`src/rtl/uscr_pkg.sv`:
```
`timescale 1ns/1ps
package uscr_pkg;
   localparam int BIT_BRK_STICKY = 0;
   localparam int BIT_TX_DONE    = 1;
   localparam int BIT_TX_RDY     = 2;
   localparam int BIT_BRK_LIVE   = 3;
   localparam int BIT_CTS        = 4;
   localparam int BIT_OVR        = 5;
   localparam int NUM_BITS       = 6;

   typedef enum logic {
      FLAG_W0C  = 1'b0,
      FLAG_SELF = 1'b1
   } flag_mode_e;
endpackage

```
`src/rtl/uscr_sync.sv`:
```
`timescale 1ns/1ps
// Register chain used both as a pin synchronizer and as a single retiming stage.
module uscr_sync #(
   parameter int   STAGES    = 2,
   parameter logic RESET_VAL = 1'b0
) (
   input  logic clk,
   input  logic rst_n,
   input  logic d_i,
   output logic q_o
);
   if (STAGES < 1) begin : g_bad_stages
      $error("uscr_sync: STAGES must be at least 1");
   end

   logic [STAGES-1:0] chain;

   if (STAGES == 1) begin : g_single
      always_ff @(posedge clk) begin
         if (!rst_n) chain <= RESET_VAL;
         else        chain <= d_i;
      end
   end else begin : g_multi
      always_ff @(posedge clk) begin
         if (!rst_n) chain <= {STAGES{RESET_VAL}};
         else        chain <= {chain[STAGES-2:0], d_i};
      end
   end

   assign q_o = chain[STAGES-1];

   // the first stage captures the input on every edge after reset
   p_first_stage_r5: assert property (@(posedge clk) disable iff (!rst_n)
      1'b1 |=> chain[0] == $past(d_i));
endmodule

```
`src/rtl/uscr_flag.sv`:
```
`timescale 1ns/1ps
// One status flag: set by an event pulse, cleared by a request; set has priority.
module uscr_flag
   import uscr_pkg::*;
#(
   parameter flag_mode_e MODE      = FLAG_W0C,
   parameter logic       RESET_VAL = 1'b0
) (
   input  logic clk,
   input  logic rst_n,
   input  logic set_i,
   input  logic clr_i,
   output logic q_o
);
   logic q_q;

   always_ff @(posedge clk) begin
      if (!rst_n)     q_q <= RESET_VAL;
      else if (set_i) q_q <= 1'b1;
      else if (clr_i) q_q <= 1'b0;
   end

   assign q_o = q_q;

   // an event always leaves the flag set, whatever the clear request did
   p_set_wins_r9: assert property (@(posedge clk) disable iff (!rst_n)
      set_i |=> q_q);

   if (MODE == FLAG_W0C) begin : g_w0c
      // a sticky flag falls only after a software clear request
      p_sticky_fall_r2: assert property (@(posedge clk) disable iff (!rst_n)
         q_q && !clr_i |=> q_q);
   end else begin : g_self
      // the live break flag falls only after a normal frame
      p_self_fall_r4: assert property (@(posedge clk) disable iff (!rst_n)
         q_q && !clr_i |=> q_q);
   end
endmodule

```
`src/rtl/uscr_irq.sv`:
```
`timescale 1ns/1ps
// Enable mask register and gated OR reduction into the interrupt request.
module uscr_irq #(
   parameter int N = 6
) (
   input  logic         clk,
   input  logic         rst_n,
   input  logic         wr_i,
   input  logic [N-1:0] wdata_i,
   input  logic [N-1:0] status_i,
   output logic [N-1:0] mask_o,
   output logic         irq_o
);
   if (N < 1) begin : g_bad_n
      $error("uscr_irq: N must be at least 1");
   end

   logic [N-1:0] mask_q;
   logic [N-1:0] gated;

   always_ff @(posedge clk) begin
      if (!rst_n)    mask_q <= '0;
      else if (wr_i) mask_q <= wdata_i;
   end

   for (genvar i = 0; i < N; i++) begin : g_gate
      assign gated[i] = status_i[i] & mask_q[i];
   end

   assign irq_o  = |gated;
   assign mask_o = mask_q;

   // a mask write is stored on the following edge
   p_mask_load_r10: assert property (@(posedge clk) disable iff (!rst_n)
      wr_i |=> mask_q == $past(wdata_i));
   // with every enable off the request stays low
   p_irq_quiet_r11: assert property (@(posedge clk) disable iff (!rst_n)
      mask_q == '0 |-> !irq_o);
endmodule

```
`src/rtl/uart_stat_reg.sv`:
```
`timescale 1ns/1ps
module uart_stat_reg
   import uscr_pkg::*;
#(
   parameter int              ADDR_W      = 8,
   parameter int              DATA_W      = 32,
   parameter logic [ADDR_W-1:0] STAT_ADDR = 8'h0C,
   parameter logic [ADDR_W-1:0] MASK_ADDR = 8'h10,
   parameter int              SYNC_STAGES = 2
) (
   input  logic              clk,
   input  logic              rst_n,
   input  logic [ADDR_W-1:0] bus_addr,
   input  logic              bus_wr,
   input  logic [DATA_W-1:0] bus_wdata,
   output logic [DATA_W-1:0] bus_rdata,
   input  logic              ev_overrun,
   input  logic              ev_break,
   input  logic              ev_frame_ok,
   input  logic              cts_pin,
   input  logic              txf_free,
   input  logic              txf_empty,
   input  logic              tx_shift_idle,
   output logic              irq
);
   localparam int PAD_W = DATA_W - NUM_BITS;

   if (DATA_W < NUM_BITS) begin : g_bad_width
      $error("uart_stat_reg: DATA_W too small for status bits");
   end
   if (SYNC_STAGES < 2) begin : g_bad_sync
      $error("uart_stat_reg: CTS synchronizer needs two or more stages");
   end
   if (STAT_ADDR == MASK_ADDR) begin : g_bad_addr
      $error("uart_stat_reg: status and mask addresses collide");
   end
   if (STAT_ADDR[1:0] != 2'b00 || MASK_ADDR[1:0] != 2'b00) begin : g_bad_align
      $error("uart_stat_reg: addresses must be word aligned");
   end

   logic sel_stat, sel_mask, wr_stat, wr_mask;
   logic ovr_q, brk_sticky_q, brk_live_q, cts_q, tx_rdy_q, tx_done_q;
   logic [NUM_BITS-1:0] stat_vec;
   logic [NUM_BITS-1:0] mask_vec;

   assign sel_stat = (bus_addr == STAT_ADDR);
   assign sel_mask = (bus_addr == MASK_ADDR);
   assign wr_stat  = bus_wr && sel_stat;
   assign wr_mask  = bus_wr && sel_mask;

   uscr_flag #(.MODE(FLAG_W0C), .RESET_VAL(1'b0)) u_ovr (
      .clk(clk), .rst_n(rst_n), .set_i(ev_overrun),
      .clr_i(wr_stat && !bus_wdata[BIT_OVR]), .q_o(ovr_q));

   uscr_flag #(.MODE(FLAG_W0C), .RESET_VAL(1'b0)) u_brk_sticky (
      .clk(clk), .rst_n(rst_n), .set_i(ev_break),
      .clr_i(wr_stat && !bus_wdata[BIT_BRK_STICKY]), .q_o(brk_sticky_q));

   uscr_flag #(.MODE(FLAG_SELF), .RESET_VAL(1'b0)) u_brk_live (
      .clk(clk), .rst_n(rst_n), .set_i(ev_break),
      .clr_i(ev_frame_ok), .q_o(brk_live_q));

   uscr_sync #(.STAGES(SYNC_STAGES), .RESET_VAL(1'b0)) u_cts (
      .clk(clk), .rst_n(rst_n), .d_i(cts_pin), .q_o(cts_q));

   uscr_sync #(.STAGES(1), .RESET_VAL(1'b1)) u_tx_rdy (
      .clk(clk), .rst_n(rst_n), .d_i(txf_free), .q_o(tx_rdy_q));

   uscr_sync #(.STAGES(1), .RESET_VAL(1'b1)) u_tx_done (
      .clk(clk), .rst_n(rst_n), .d_i(txf_empty & tx_shift_idle), .q_o(tx_done_q));

   always_comb begin
      stat_vec                 = '0;
      stat_vec[BIT_OVR]        = ovr_q;
      stat_vec[BIT_CTS]        = cts_q;
      stat_vec[BIT_BRK_LIVE]   = brk_live_q;
      stat_vec[BIT_TX_RDY]     = tx_rdy_q;
      stat_vec[BIT_TX_DONE]    = tx_done_q;
      stat_vec[BIT_BRK_STICKY] = brk_sticky_q;
   end

   uscr_irq #(.N(NUM_BITS)) u_irq (
      .clk(clk), .rst_n(rst_n), .wr_i(wr_mask),
      .wdata_i(bus_wdata[NUM_BITS-1:0]), .status_i(stat_vec),
      .mask_o(mask_vec), .irq_o(irq));

   always_comb begin
      if (sel_stat)      bus_rdata = {{PAD_W{1'b0}}, stat_vec};
      else if (sel_mask) bus_rdata = {{PAD_W{1'b0}}, mask_vec};
      else               bus_rdata = '0;
   end

   // undecoded addresses read as zero
   p_other_addr_r12: assert property (@(posedge clk) disable iff (!rst_n)
      !sel_stat && !sel_mask |-> bus_rdata == '0);
   // a status write with ones in the sticky positions never drops them
   p_w1_keeps_r8: assert property (@(posedge clk) disable iff (!rst_n)
      wr_stat && bus_wdata[BIT_OVR] && ovr_q |=> ovr_q);
   // overrun event shows up on the next edge
   p_ovr_set_r2: assert property (@(posedge clk) disable iff (!rst_n)
      ev_overrun |=> ovr_q);
   // a lone normal frame clears the live break flag
   p_brk_live_clr_r4: assert property (@(posedge clk) disable iff (!rst_n)
      ev_frame_ok && !ev_break |=> !brk_live_q);
endmodule

```
`config.mk`:
```
export PLATFORM = sky130hd
export DESIGN_NAME = uart_stat_reg
export DESIGN_NICKNAME = d
export VERILOG_FILES = /design/src/rtl/uscr_pkg.sv /design/src/rtl/uscr_sync.sv /design/src/rtl/uscr_flag.sv /design/src/rtl/uscr_irq.sv /design/src/rtl/uart_stat_reg.sv
export SDC_FILE = /design/constraint.sdc
export NUM_CORES = 1
export LEC_CHECK = 0
export BUFFER_PORTS_ARGS = -buffer_cell sky130_fd_sc_hd__buf_2
export CAP_MARGIN = 20
export CORE_UTILIZATION = 38
export CTS_BUF_LIST = sky130_fd_sc_hd__clkbuf_4 sky130_fd_sc_hd__clkbuf_8 sky130_fd_sc_hd__clkbuf_16
export DETAILED_ROUTE_END_ITERATION = 7
export PLACE_DENSITY = 0.95
export SETUP_SLACK_MARGIN = 0.5
export SLEW_MARGIN = 20
export SYNTH_ARGS = -nofsm -noshare
export SYNTH_HDL_FRONTEND = slang
export SYNTH_SLANG_ARGS = --single-unit
```
`constraint.sdc`:
```
create_clock -name clk -period 4 [get_ports clk]
set_clock_uncertainty 0.2 [all_clocks]
set_input_delay 0.4 -clock clk [delete_from_list [all_inputs] [get_ports clk]]
set_output_delay 0.4 -clock clk [all_outputs]
set_load 0.005 [all_outputs]
```
=== Word-level counts from Yosys, hierarchy flattened ===
Index checks and enable logic that the tools add are counted.

* Equality and inequality tests: 2
* Muxes and demuxes: 8
* Bitwise gates (word level): 7
* Reduce and logical (&&, ||, !) cells: 10

{| class="wikitable"
|+ Operator list
! kind !! number
|-
| $mux W6 || 2
|-
| $eq A8 B4 Y1 const B || 1
|-
| $eq A8 B5 Y1 const B || 1
|-
| $and A1 B1 Y1 || 7
|-
| $mux W1 || 6
|-
| $reduce_bool A2 Y1 || 3
|-
| $reduce_or A6 Y1 || 1
|-
| $logic_and A1 B1 Y1 || 4
|-
| $logic_not A1 Y1 || 2
|}

* Register bits after elaboration: 13
* Input port bits: 50

=== Logic depth before layout (Yosys ltp) ===
Gate-level depths: netlist of the first run.

* Word-level depth: 5
* Depth in mapped cells: 4

=== By module ===
Synthesis of the first run repeated with hierarchy kept, for this count alone.

* Cells, all modules: 90
* Area total of the unflattened synthesis: 828.3 sq um

{| class="wikitable"
|+ Modules (own cells, without submodules)
! module !! times used !! cells an instance !! area each (sq um) !! seq. area each (sq um)
|-
| uart_stat_reg || 1 || 50 || 342.8 || 0.0
|-
| uscr_irq || 1 || 23 || 256.5 || 120.1
|-
| uscr_flag || 3 || 3 || 41.3 || 20.0
|-
| uscr_sync (u_cts) || 1 || 4 || 52.6 || 40.0
|-
| uscr_sync (u_tx_done ...) || 2 || 2 || 26.3 || 20.0
|}

=== Worst setup path after synthesis of the first run ===
No wires, ideal clock.

* Path type: input to output
* From: input bus_addr[5]
* To: output bus_rdata[0]
* Arrival time: 1.389 ns
* Required time: 3.400 ns
* Path slack: 2.011 ns
* Stages on the path: 4
* Cell sequence: or4_4 or2_0 clkbuf_1 nor2_1

* Cells in the longest elaborated chain, start to end: 3
* Elaborated cells between the ends (all ways): 4
* Those cells by class: eq/ne: 2; mux: 2

{| class="wikitable"
|+ RTL lines
! what !! RTL line !! text
|-
| start: declaration || uart_stat_reg.sv:13 || <nowiki>input logic [ADDR_W-1:0] bus_addr,</nowiki>
|-
| $eq A8 B5 Y1 || uart_stat_reg.sv:47 || <nowiki>assign sel_mask = (bus_addr == MASK_ADDR);</nowiki>
|-
| $mux W6 || uart_stat_reg.sv:89 || <nowiki>else if (sel_mask) bus_rdata = {{PAD_W{1'b0}}, mask_vec};</nowiki>
|-
| $mux W6 (*) || uart_stat_reg.sv:88 || <nowiki>if (sel_stat) bus_rdata = {{PAD_W{1'b0}}, stat_vec};</nowiki>
|-
| end: declaration || uart_stat_reg.sv:16 || <nowiki>output logic [DATA_W-1:0] bus_rdata,</nowiki>
|}

Every way passes the cells marked *; elsewhere a longest branch is shown, timed or not.

=== Final worst setup path of the first run ===
Ends and elaborated chain as after synthesis.

==> out/results.txt, run 1 <==
The combined area of all synthesized cells is 822.0 um^2, and the area growth from synthesis to layout is 10.50%. Based on the critical path, the design can be clocked at up to 0.4431 GHz. The floorplan step defined a core boundary enclosing 2002 um^2. Traced cell by cell, the critical path runs through buf_2, or4_4, or2_0, nor2_1, buf_2. Cell internal power was estimated by the tool at 0.0001933 W.

The worst register-to-register path begins at u_ovr.q_o. From left edge to right edge, the die measures 48.51 um. For the part of the total power dissipated in combinational logic, the log shows 12.6%. The total detailed-routing wirelength was 1430 um; the largest net degree at the start of global routing was 20.

Net switching is 24.25% of the power. During placement, the flow inserted port buffers numbering 30. For the antenna diode count, the log shows 0. IR analysis of the VDD net gives a maximum drop of 0.1841 mV. The count of buffer and inverter cells on the critical path works out to 2. In this run the most critical hold path is launched from txf_free. In the routed design, unresolved DRC markers number 0. TritonCTS built the clock tree. Sequential cells burn 53.4% of the power. Fraction of layout instances using a drive strength above 1: 28.57%. The largest individual stage delay along the critical path comes from the cell or4_4. The run gives 2346 um as the global-route wire length before repair. The floorplan has 16 rows.

The worst setup path is captured at a primary output. After detailed routing, the number of vias per cell comes to 4.458. The library cells used most frequently in the layout, excluding fill and tap cells, are buf_2, conb_1, nand2_1. The later pin in the worst-skew pair is clocked with a latency of 270 ps.

Total power for the finished layout comes to 0.0002552 W. The count of nets left with antenna violations after detail routing was 0. The per-instance average area after synthesis works out to 8.388 um^2. The initial antenna violation count was 0.

The run gives 177 as the post-layout net count. The synthesized design spends more area on one cell type than any other, namely dfxtp_1. After technology mapping, the gate count stands at 98. Routability-driven placement finished with a final weighted congestion of 0.7993. By area the synthesized netlist is led by dfxtp_1, buf_4, a22oi_1. Number of endpoints with negative hold slack in the final report: 0. Data arrives at the worst endpoint at 1660 ps. The remaining global-route overflow is 0, and the max-cap check violation count is 0. The worst register-to-register path ends at u_ovr.q_o. Gates resized during post-CTS repair numbered 0. The flow ran to the end, and the final reports show no timing, DRC or antenna violations.

CTS placed an instance of clkbuf_4 at the clock tree root. The global-route usage over all layers is 12.95%, and the delay contributed by the slowest stage of the critical path is 530 ps. The final number of setup-violating endpoints is 0. Adding up every negative setup slack in the final design gives 0 ps. Initial DRC count: 20. The area enclosed by the die boundary is 2353 um^2. The tools report the clock network power share as 34.0%. Detailed placement finished with a half-perimeter wire length of 1158 um. The timing startpoint of the critical path is bus_addr[5]. In this run the post-CTS setup repair buffer count came out at 0.

Before antenna repair, the detailed router went through 4 iterations. Power per cell area: 280.9 nW/um^2. The most numerous cell type found on the critical path is buf_2. The kind of critical path is primary input to primary output. The worst hold path was traced through 2 stages. Setup repair after global routing left no endpoint under its margin. The die is 48.51 um tall. The setup check on the worst reg-to-reg path leaves a slack of 3060 ps.

The total area of multi-input combinational cells is 434.2 um^2. The layout has 215 filler cells. In the final routed layout, each cell accounts on average for 9.346 um.

The logs give 3400 ps for the data required time of the critical path and 682 for the detailed-route via count. Hold repair after CTS inserted 0 buffers. Pin placement for this block handled 83 I/O pins.

The number of global-route vias before repair was 586. The end point of the worst hold path was u_tx_rdy.q_o. The number of different library cells used by synthesis comes to 21.

The run gives 31.66% as the fraction of the yosys area taken by sequential cells. The run gives 260.3 um^2 as the area taken by flip-flops and latches. The post-route clock period utilization works out to 56.42%. Yosys printed 0 warnings.

The longest clock path from root to sink contains 2 buffers. For this design, the sink count on the clock tree is 13. The synthesized design devotes to its leading area cell type 31.66% of total area. Clock-pin slew was measured on the worst setup and hold paths at 70 ps.

Critical path launch point type: a primary input. The synthesis-stage register bit count works out to 13. The total clock buffers created by CTS came out at 3. The total number of H-tree levels came out at 1. Grouping stages by cell kind, the critical path spends the most delay in simple AND/OR/NAND/NOR gates.

In this run the worst path has a maximum fanout of 6. The initial core utilization came out at 41.06%. The number of cells on the worst reg-to-reg path is 2. The run gives 0.4340 nW as the standby leakage power. The library cell used most frequently in the layout, excluding fill and tap cells, is buf_2. The worst hold-check path type was primary input to flip-flop. For the max-slew violation count, the log shows 0. The net switching power was 0.00006187 W. Shortest period the worst path allows: 2257 ps.
## metal layers
metal  part of all wire (%)  track usage (%)
met2                     52            24.41
met5                      0                0
met1                     39            12.79
met3                    6.4            1.258
met4                    3.2            10.29
## cells by family after synthesis
kind of cell	count (synthesis)	share of synthesized area (%)
AO/OA/AOI/OAI	14	12.48
AND/OR/NAND/NOR	33	21.16
multiplexers	6	7.306
buffers and inverters	31	26.94
flip-flops	13	31.66
other	1	0.4562
## sequential cells by signal, summed over array words and instances (netlist names)
register / count
u_brk_live.q_o: 1
u_brk_sticky.q_o: 1
u_cts.chain: 2
u_irq.mask_o: 6
u_ovr.q_o: 1
u_tx_done.q_o: 1
u_tx_rdy.q_o: 1
## how the worst max path moves through the flow
stage | endpoint | depth (start not counted)
after detailed placement | bus_rdata[0] | 5
after global placement | bus_rdata[0] | 5
after floorplan | bus_rdata[0] | 4
after global routing | bus_rdata[0] | 5
final | bus_rdata[0] | 5
after CTS | bus_rdata[0] | 5
## through the flow
| step | instances | cell area (um^2) | utilization, % | setup WS, ps | hold slack (ps) |
|---|---|---|---|---|---|
| after global placement | 149 | 878.3 | 43.88 | 1755 | 213.8 |
| after detailed placement | 149 | 878.3 | 43.88 | 1762 | 220.9 |
| after global routing | 153 | 908.4 | 45.38 | 1702 | 125.4 |
| after floorplan | 123 | 915.9 | - | 2011 | 211.9 |
| after CTS | 153 | 908.4 | 45.38 | 1759 | 106.7 |
| final | 153 | 908.4 | 45.38 | 1743 | 107.4 |
## layout make-up
cell class | count | share of cell area, %
well taps | 27 | 3.719
flip-flops and latches | 13 | 28.65
repair buffers | 30 | 16.53
multi-input cells | 79 | 47.80
clock buffers | 4 | 3.306
## power by group through the flow
stage,Combinational (W),Clock [W],Sequential (W)
finish,0.0000323,0.0000867,0.000136
global route,0.0000364,0.0000932,0.000137
CTS,0.0000319,0.0000889,0.000136
detailed placement,0.0000318,0,0.000139
global placement,0.0000310,0,0.000139
floorplan,0.0000363,0,0.000138
## worst register-to-register path, stage by stage (launching register included)
cell and delay [ps]:
dfxtp_1 370, o21ai_0 120, a41oi_1 180
## cell usage after synthesis
| cell | instances |
|---|---|
| a22oi_1 | 9 |
| mux2i_1 | 6 |
| nor3b_4 | 1 |
| buf_4 | 26 |
| nor2b_1 | 1 |
| nor2_1 | 9 |
| or2_0 | 1 |
| or4_4 | 1 |
| dfxtp_1 | 13 |
| and3b_1 | 1 |
| buf_6 | 1 |
| o21a_1 | 1 |
| nand2b_1 | 1 |
| nand3_1 | 1 |
| and4bb_1 | 1 |
| conb_1 | 1 |
| and2_1 | 2 |
| nand2_1 | 14 |
| clkbuf_1 | 4 |
| o21ai_0 | 2 |
| a41oi_1 | 2 |
Power figures use the tool's default switching activity.
==> inputs of run 2 (changes only) <==
ABC_AREA = 1   (was not set)
CORE_UTILIZATION = 36   (was 38)
PLACE_DENSITY = 0.91   (was 0.95)
clock period = 2.1 ns   (was 4 ns; I/O delays follow)
==> run 2 against run 1 <==
  * Worst setup slack lost 1200 ps
  * Cell count is 34% higher
  * Register-to-register slack got worse by 1800 ps
  * Global-route usage decreased by 0.051 points
  * Total power up 97%
  * Sequential power up 91%
  * Via count up 17%
  * Critical path depth stayed put
  * Combinational power up 130%
  * Critical endpoint is now irq
==> out/results.txt, run 2 <==
Setup repair after global routing could not meet its margin everywhere. The count of cells along the worst hold path works out to 3 (was 2). The top flip-flop cell by instance count after synthesis was dfxtp_1 (unchanged).

For the detailed-route via count, the log shows 797 (was 682). For the initial core utilization, the log shows 39.31% (was 41.06%). The worst slack after detailed placement is 533.7 ps (was 1762 ps). Average via count per standard cell: 3.888 (was 4.458). The max-cap check violation count is 0 (unchanged), and the proportion of register bits with asynchronous set or reset after synthesis is 0% (unchanged). The clock sink total is 13 (unchanged), and the fraction of post-synthesis cell area in the top cell type by area is 29.09% (was 31.66%). The area growth from synthesis to layout is 21.54% (was 10.50%).

Worst hold-check path type: primary input to flip-flop (unchanged). The area enclosed by the die boundary was 2688 um^2 (was 2353 um^2); the number of enable flip-flop cells after synthesis was 0 (unchanged). The count of buffer and inverter cells on the critical path was 2 (unchanged).

The remaining global-route overflow was 0 (unchanged); the worst supply voltage drop on vdd was 0.3587 mV (was 0.1841 mV). The data required time of the critical path was 1690 ps (was 3400 ps). The kind of cell adding the most delay to the critical path is flip-flops (was simple AND/OR/NAND/NOR gates). The delay contributed by the slowest stage of the critical path is 330 ps (was 530 ps), and the horizontal die dimension is 51.85 um (was 48.51 um). The power per cell area is 462.0 nW/um^2 (was 280.9 nW/um^2). The per-instance average area after synthesis is 6.578 um^2 (was 8.388 um^2). The nature of the critical path endpoint was a primary output (unchanged). The run gives 0 (unchanged) as the number of endpoints with negative hold slack in the final report. The clock transition at the registers of the reported paths works out to 80 ps (was 70 ps). The combined area of all synthesized cells came out at 894.6 um^2 (was 822.0 um^2). The synthesized instance count is 136 (was 98), and the post-layout net count is 228 (was 177).

The total negative slack for setup checks is 0 ps (unchanged). The total detailed-routing wirelength is 1657 um (was 1430 um), and the maximum clock path buffer count is 2 (unchanged). The final number of setup-violating endpoints came out at 0 (unchanged). TritonCTS built the clock tree. Global-route wire length before repair: 2573 um (was 2346 um). For the count of unresolved DRC violations after routing, the log shows 0 (unchanged).

The worst reg2reg path endpoint is u_brk_live.q_o (was u_ovr.q_o). Commonest cells after routing, fill and taps aside: nand2_1, buf_2, conb_1 (was buf_2, conb_1, nand2_1). The synthesis-stage register bit count works out to 13 (unchanged).

The total clock buffers created by CTS is 3 (unchanged), and the achievable clock frequency is 0.6574 GHz. The run gives 11 (was 20) as the initial DRC count. The slack of the worst reg-to-reg path was 1260 ps (was 3060 ps). The kind of critical path is flip-flop to primary output (was primary input to primary output). The flip-flop count of the largest register, all copies and words added works out to 6 (unchanged). The vertical die dimension was 51.85 um (was 48.51 um).

The logic depth of the worst register-to-register path works out to 2 (unchanged). For the largest net degree at the start of global routing, the log shows 12 (was 20). The number of library cell types mapped by synthesis was 17 (was 21); the floorplan row count was 17 (was 16).

The logs give 29.09% (was 31.66%) for the fraction of the yosys area taken by sequential cells and 244 (was 215) for the number of fill cells in the layout. Synth area leaders: dfxtp_1, buf_4, nand2_1 (was dfxtp_1, buf_4, a22oi_1). The tools report the antenna diode count as 0 (unchanged).

The run gives 0 (unchanged) as the count of nets left with antenna violations after detail routing. Cell taking the most area after synthesis: dfxtp_1 (unchanged). The run gives 579.0 ps (was 1743 ps) as the worst setup slack after layout.

Timing startpoint of the critical path: u_irq.mask_o[4] (was bus_addr[5]). The depth of the critical timing path with buffers and inverters included came out at 5 (unchanged). Top cell types by occurrence after synthesis: nand2_1, buf_4, inv_1, nor2_1, dfxtp_1 (was buf_4, nand2_1, dfxtp_1, a22oi_1, nor2_1).

Total number of H-tree levels: 1 (unchanged). The fraction of layout instances using a drive strength above 1 is 27.12% (was 28.57%). The cell at the slowest stage of the critical path is dfxtp_1 (was or4_4). The run gives 0 (unchanged) as the initial antenna violation count.

The run finished with clean final reports. The endpoint of the most critical setup path is irq (was bus_rdata[0]). The logs give 0 (unchanged) for the max-slew violation count and 662 (was 586) for the number of global-route vias before repair. The weighted congestion reported at the end of routability-driven placement was 0.7143 (was 0.7993); the number of top-level design ports was 83 (unchanged).

Leading cell type in the layout, fill and taps excluded: nand2_1 (was buf_2). The arrival time of data at the critical path endpoint came out at 1110 ps (was 1660 ps). Critical path launch point type: a flip-flop (was a primary input). Launch instance of the worst register-to-register path: u_brk_live.q_o (was u_ovr.q_o). Average wire per cell in the routed design: 8.083 um (was 9.346 um). Detailed-routing iteration count for the pre-antenna-repair pass: 4 (unchanged). The standby leakage power is 0.6203 nW (was 0.4340 nW). Count of yosys warnings during synthesis: 0 (unchanged). The latest clock arrival within the worst-skew pair is 280 ps (was 270 ps). Cell-by-cell listing of the critical path: inv_2, o21ai_1, a21oi_1, nand4_1, buf_2 (was buf_2, or4_4, or2_0, nor2_1, buf_2). The placeable core region is 2276 um^2 (was 2002 um^2). The clock root buffer was clkbuf_4 (unchanged). The largest fanout on the critical path was 2 (was 6). The post-route clock period utilization is 72.43%.

The number of buffers inserted by port buffering came out at 30 (unchanged). Counting I/O delays and the setup requirement, the final critical path takes 1521 ps. The cell with the most instances after synthesis is nand2_1 (was buf_4).

The tools report the half-perimeter wire length of the detailed placement result as 1249 um (was 1158 um). The global-route usage over all layers was 12.90% (was 12.95%).
[run 2: cell count changes after synthesis, moves of 4 or more]
cell / change
clkbuf_1: -4
nor2_1: +5
a22oi_1: -9
mux2i_1: -6
nand3_1: +10
nand2_1: +20
a21oi_1: +4
inv_1: +20
[run 2: layout make-up]
type	count	area [um^2]	share of cell area, %
multi-input combinational	99	431.7	39.70
sequential	13	262.8	24.17
timing repair buffer	41	252.7	23.25
inverter	20	75.07	6.905
tap	28	35.03	3.222
clock buffer	4	30.03	2.762
[run 2: cell families (layout without fill, tap and decap cells)]
family	count (synthesis)	count (layout)	share of synthesized area [%]
buf+inv	49	65	33.57
other cells	1	26	0.4192
flops	13	13	29.09
simple gates	67	67	33.43
compound gates	6	6	3.497
[run 2: worst min-delay path by stage]
stage,startpoint,to,slack [ps]
after floorplan,cts_pin,u_cts.chain[0],110
after global placement,cts_pin,u_cts.chain[0],190
after detailed placement,u_cts.chain[0],u_cts.chain[1],200
after CTS,rst_n,u_cts.chain[1],20
after global routing,rst_n,u_irq.mask_o[4],50
final,rst_n,u_cts.chain[1],30
[run 2: worst min-delay path: stages]
cell and delay, ps:
buf_2 160, nand2_1 70, inv_1 30
[run 2: power breakdown]
group          switching, W  internal, W   total, W
registers        0.00000460     0.000255   0.000260
clock network     0.0000804    0.0000866   0.000167
logic             0.0000408    0.0000351  0.0000759
total              0.000126     0.000377   0.000502
[run 2: metal layers]
metal  share of wire (%)  vias up  routed length (um)  GRT usage, %
li1                    -      436                   -             -
met1                  44      320                 721         15.30
met2                  48       37                 790         22.01
met3                 7.5        4                 124         2.047
met4                 1.3        0                  22         6.757
met5                   0        -                   0             0
[run 2: stage by stage]
| step | hold slack [ps] | power [W] | utilization, % | instances | area (um^2) |
|---|---|---|---|---|---|
| after global routing | 54.22 | 0.0005282 | 47.77 | 205 | 1087 |
| after detailed placement | 195.3 | 0.0003275 | 42.00 | 191 | 955.9 |
| after floorplan | 107.6 | 0.0003386 | - | 161 | 988.4 |
| after CTS | 22.88 | 0.0005066 | 47.28 | 204 | 1076 |
| after global placement | 191.9 | 0.0003260 | 42.00 | 191 | 955.9 |
| final | 32.22 | 0.0005024 | 47.77 | 205 | 1087 |
[run 2: repair_timing]
action | CTS | global route
endpoints found under the hold margin | 6 | 0
setup buffers | 0 | 2
resized for setup | 0 | 5
hold buffers | 9 | 0
endpoints found under the setup margin | 0 | 5
==> inputs of run 3 (changes only) <==
clock period = 1.4 ns   (was 2.1 ns; I/O delays follow)
==> run 3 against run 2 <==
  * The run now ends with hold timing, setup timing left
  * Sequential cell count did not move
  * Sequential share of layout area down 4.5 points
  * Wire length increased by 38%
  * Total power increased by 58%
  * Worst setup slack lost 620 ps
  * Via count up 15%
  * Critical path type unchanged
  * Highest routed layer unchanged
==> out/results.txt, run 3 (same netlist as run 2, synthesis figures left out) <==
For the antenna diode count, the log shows 0 (unchanged). Worst reg2reg path endpoint: u_irq.mask_o[5] (was u_brk_live.q_o). The part of the total power dissipated in combinational logic is 18.3% (was 15.1%), and the arrival time of data at the critical path endpoint is 1110 ps (about the same).

The run gives -45.45 ps (was 579.0 ps) as the worst setup slack after layout. The initial antenna violation count came out at 0 (unchanged). For the detailed-routing iteration count for the pre-antenna-repair pass, the log shows 4 (unchanged). The max-slew violation count came out at 0 (unchanged). The leading cell type in the layout, fill and taps excluded is conb_1 (was nand2_1). For the clock network power share, the log shows 32.5% (was 33.2%). The horizontal die dimension was 51.85 um (unchanged). The run finished, with violations left. The logs give 500 ps (was 1260 ps) for the slack of the worst reg-to-reg path and 0 (unchanged) for the count of nets left with antenna violations after detail routing.

The maximum clock path buffer count was 2 (unchanged); the largest fanout on the critical path was 2 (unchanged). Setup repair after global routing could not meet its margin everywhere. The run gives 31.84% (was 22.01%) as the met2 routing resource usage after global routing. TritonCTS built the clock tree. The detailed-route via count is 914 (was 797). The fraction of layout instances using a drive strength above 1 works out to 50.27% (was 27.12%). The delay contributed by the slowest stage of the critical path came out at 340 ps (was 330 ps). The kind of critical path was flip-flop to primary output (unchanged).

The cell-internal power is 0.0005784 W (was 0.0003766 W), and the number of global-route vias before repair is 816 (was 662). The worst hold-check path type is primary input to flip-flop (unchanged). For the number of endpoints with negative hold slack in the final report, the log shows 13 (was 0).

The layer carrying the most global-route usage is met2 (unchanged). The post-route cell area was 1345 um^2 (was 1087 um^2); the clock sink total was 13 (unchanged). The power per cell area is 590.7 nW/um^2 (was 462.0 nW/um^2), and the hold buffer count at CTS is 2 (was 9).

The latest clock arrival within the worst-skew pair was 280 ps (about the same). The post-route clock period utilization was 103.2%; the count of unresolved DRC violations after routing was 0 (unchanged). The remaining global-route overflow is 0 (unchanged). The critical hold path startpoint was txf_empty (was rst_n). The initial core utilization is 39.31% (unchanged), and the floorplan row count is 17 (unchanged).

The weighted congestion reported at the end of routability-driven placement was 0.8027 (was 0.7143); the global-route wire length before repair was 3187 um (was 2573 um). Final number of setup-violating endpoints: 1 (was 0). Nature of the critical path endpoint: a primary output (unchanged). The worst supply voltage drop on vdd was 0.3821 mV (was 0.3587 mV). The flip-flop count of the largest register, all copies and words added is 6 (unchanged), and the total number of H-tree levels is 1 (unchanged). The cell at the slowest stage of the critical path is dfxtp_2 (was dfxtp_1).

The total detailed-routing wirelength is 2285 um (was 1657 um). The net switching power was 0.0002161 W (was 0.0001257 W). Area growth from synthesis to layout: 50.35% (was 21.54%). The tools report the placeable core region as 2276 um^2 (unchanged). The checks that failed: hold timing, setup timing.

The largest net degree at the start of global routing is 11 (was 12), and the initial DRC count is 10 (was 11). Average via count per standard cell: 4.291 (was 3.888). The data required time of the critical path was 1060 ps (was 1690 ps). Launch instance of the worst register-to-register path: u_irq.mask_o[5] (was u_brk_live.q_o). The number of top-level design ports came out at 83 (unchanged). Commonest cells after routing, fill and taps aside: conb_1, buf_2, nand2_1 (was nand2_1, buf_2, conb_1). The run gives 49.2% (was 51.7%) as the part of the power in registers.

The clock root buffer was clkbuf_4 (unchanged). The logic depth of the worst register-to-register path works out to 3 (was 2). Total clock buffers created by CTS: 3 (unchanged).

The vertical die dimension is 51.85 um (unchanged), and the shortest period the worst path allows is 1445 ps. The half-perimeter wire length of the detailed placement result came out at 1333 um (was 1249 um). The tools report the global-route met3 utilization as 2.924% (was 2.047%). The count of buffer and inverter cells on the critical path was 1 (was 2); the worst slack after detailed placement was 30.59 ps (was 533.7 ps).

The standby leakage power came out at 0.7542 nW (was 0.6203 nW). The tools report the critical path launch point type as a flip-flop (unchanged). The max-cap check violation count is 0 (unchanged), and the achievable clock frequency is 0.6918 GHz. Clock transition at the registers of the reported paths: 80 ps (about the same).

Cell-by-cell listing of the critical path: nand2_2, o21ai_2, a21oi_2, nand4_1, buf_2 (was inv_2, o21ai_1, a21oi_1, nand4_1, buf_2). The tools report the timing startpoint of the critical path as u_ovr.q_o (was u_irq.mask_o[4]). The core utilization of the finished layout came out at 59.10% (was 47.77%). The kind of cell adding the most delay to the critical path is flip-flops (unchanged).

End point of the worst hold path: u_tx_done.q_o (was u_cts.chain[1]). The total negative slack for setup checks was -45.45 ps (was 0 ps). The global routing usage on met1 is 16.87% (was 15.30%), and the average wire per cell in the routed design is 10.73 um (was 8.083 um). The net switching share of the total power was 27.20% (was 25.02%); the instance area at placement was 988.4 um^2 (was 955.9 um^2). Number of buffers inserted by port buffering: 30 (unchanged). The global-route usage over all layers is 16.62% (was 12.90%), and the count of cells along the worst hold path is 3 (unchanged). The final hold slack was -159.5 ps (was 32.22 ps). For the area enclosed by the die boundary, the log shows 2688 um^2 (unchanged). The tools report the post-layout net count as 236 (was 228).
## run 3: changes by cell type in the layout (fill, tap and decap cells not counted), sizes merged
cell          change
buf              +14
dlygate4sd3       -7
dlymetal6s4s      +1
## run 3: worst max path at each step
stage	slack [ps]	end	cells past startpoint
2_1_floorplan	330	bus_rdata[0]	6
3_3_place_gp	60	bus_rdata[0]	8
3_5_place_dp	30	bus_rdata[2]	8
4_1_cts	-50	irq	5
5_1_grt	-140	irq	5
6_report	-50	irq	5
## run 3: routing by layer
| layer | up-vias | share of wire (%) |
|---|---|---|
| met5 | - | 0 |
| met3 | 5 | 5.6 |
| met2 | 39 | 55 |
| met1 | 415 | 38 |
| li1 | 455 | - |
| met4 | 0 | 1.9 |
## run 3: stage by stage
| step | cells | hold WS (ps) | total power, W |
|---|---|---|---|
| 6_report | 213 | -159.5 | 0.0007945 |
| 5_1_grt | 213 | -158.8 | 0.0008336 |
| 4_1_cts | 206 | -157.3 | 0.0007748 |
| 3_5_place_dp | 193 | 124.9 | 0.0004967 |
| 3_3_place_gp | 193 | 122.6 | 0.0004938 |
| 2_1_floorplan | 161 | 37.63 | 0.0005096 |
## run 3: layout make-up
type                       instances  area [um^2]
clock buffer                       4        30.03
fill                             206        930.9
inverter                          20        75.07
multi-input combinational         99        561.8
sequential                        13        264.0
tap                               28        35.03
timing repair buffer              49        379.1
## run 3: power by group through the flow
stage | logic, W | clock network, W | registers [W]
3_3_place_gp | 0.0000962 | 0 | 0.000398
3_5_place_dp | 0.0000989 | 0 | 0.000398
5_1_grt | 0.000163 | 0.000278 | 0.000392
2_1_floorplan | 0.000114 | 0 | 0.000396
4_1_cts | 0.000126 | 0.000259 | 0.000390
6_report | 0.000146 | 0.000258 | 0.000391
## run 3: timing repair
action,CTS,global route
setup buffers,7,7
setup endpoints to repair,15,16
pin swaps,13,12
gates resized for setup,30,23
endpoints found under the hold margin,13,13
## run 3: tightest hold or removal path, cell delays in order
cell and delay [ps]:
buf_2 80, nand2_1 40, nand2_1 40
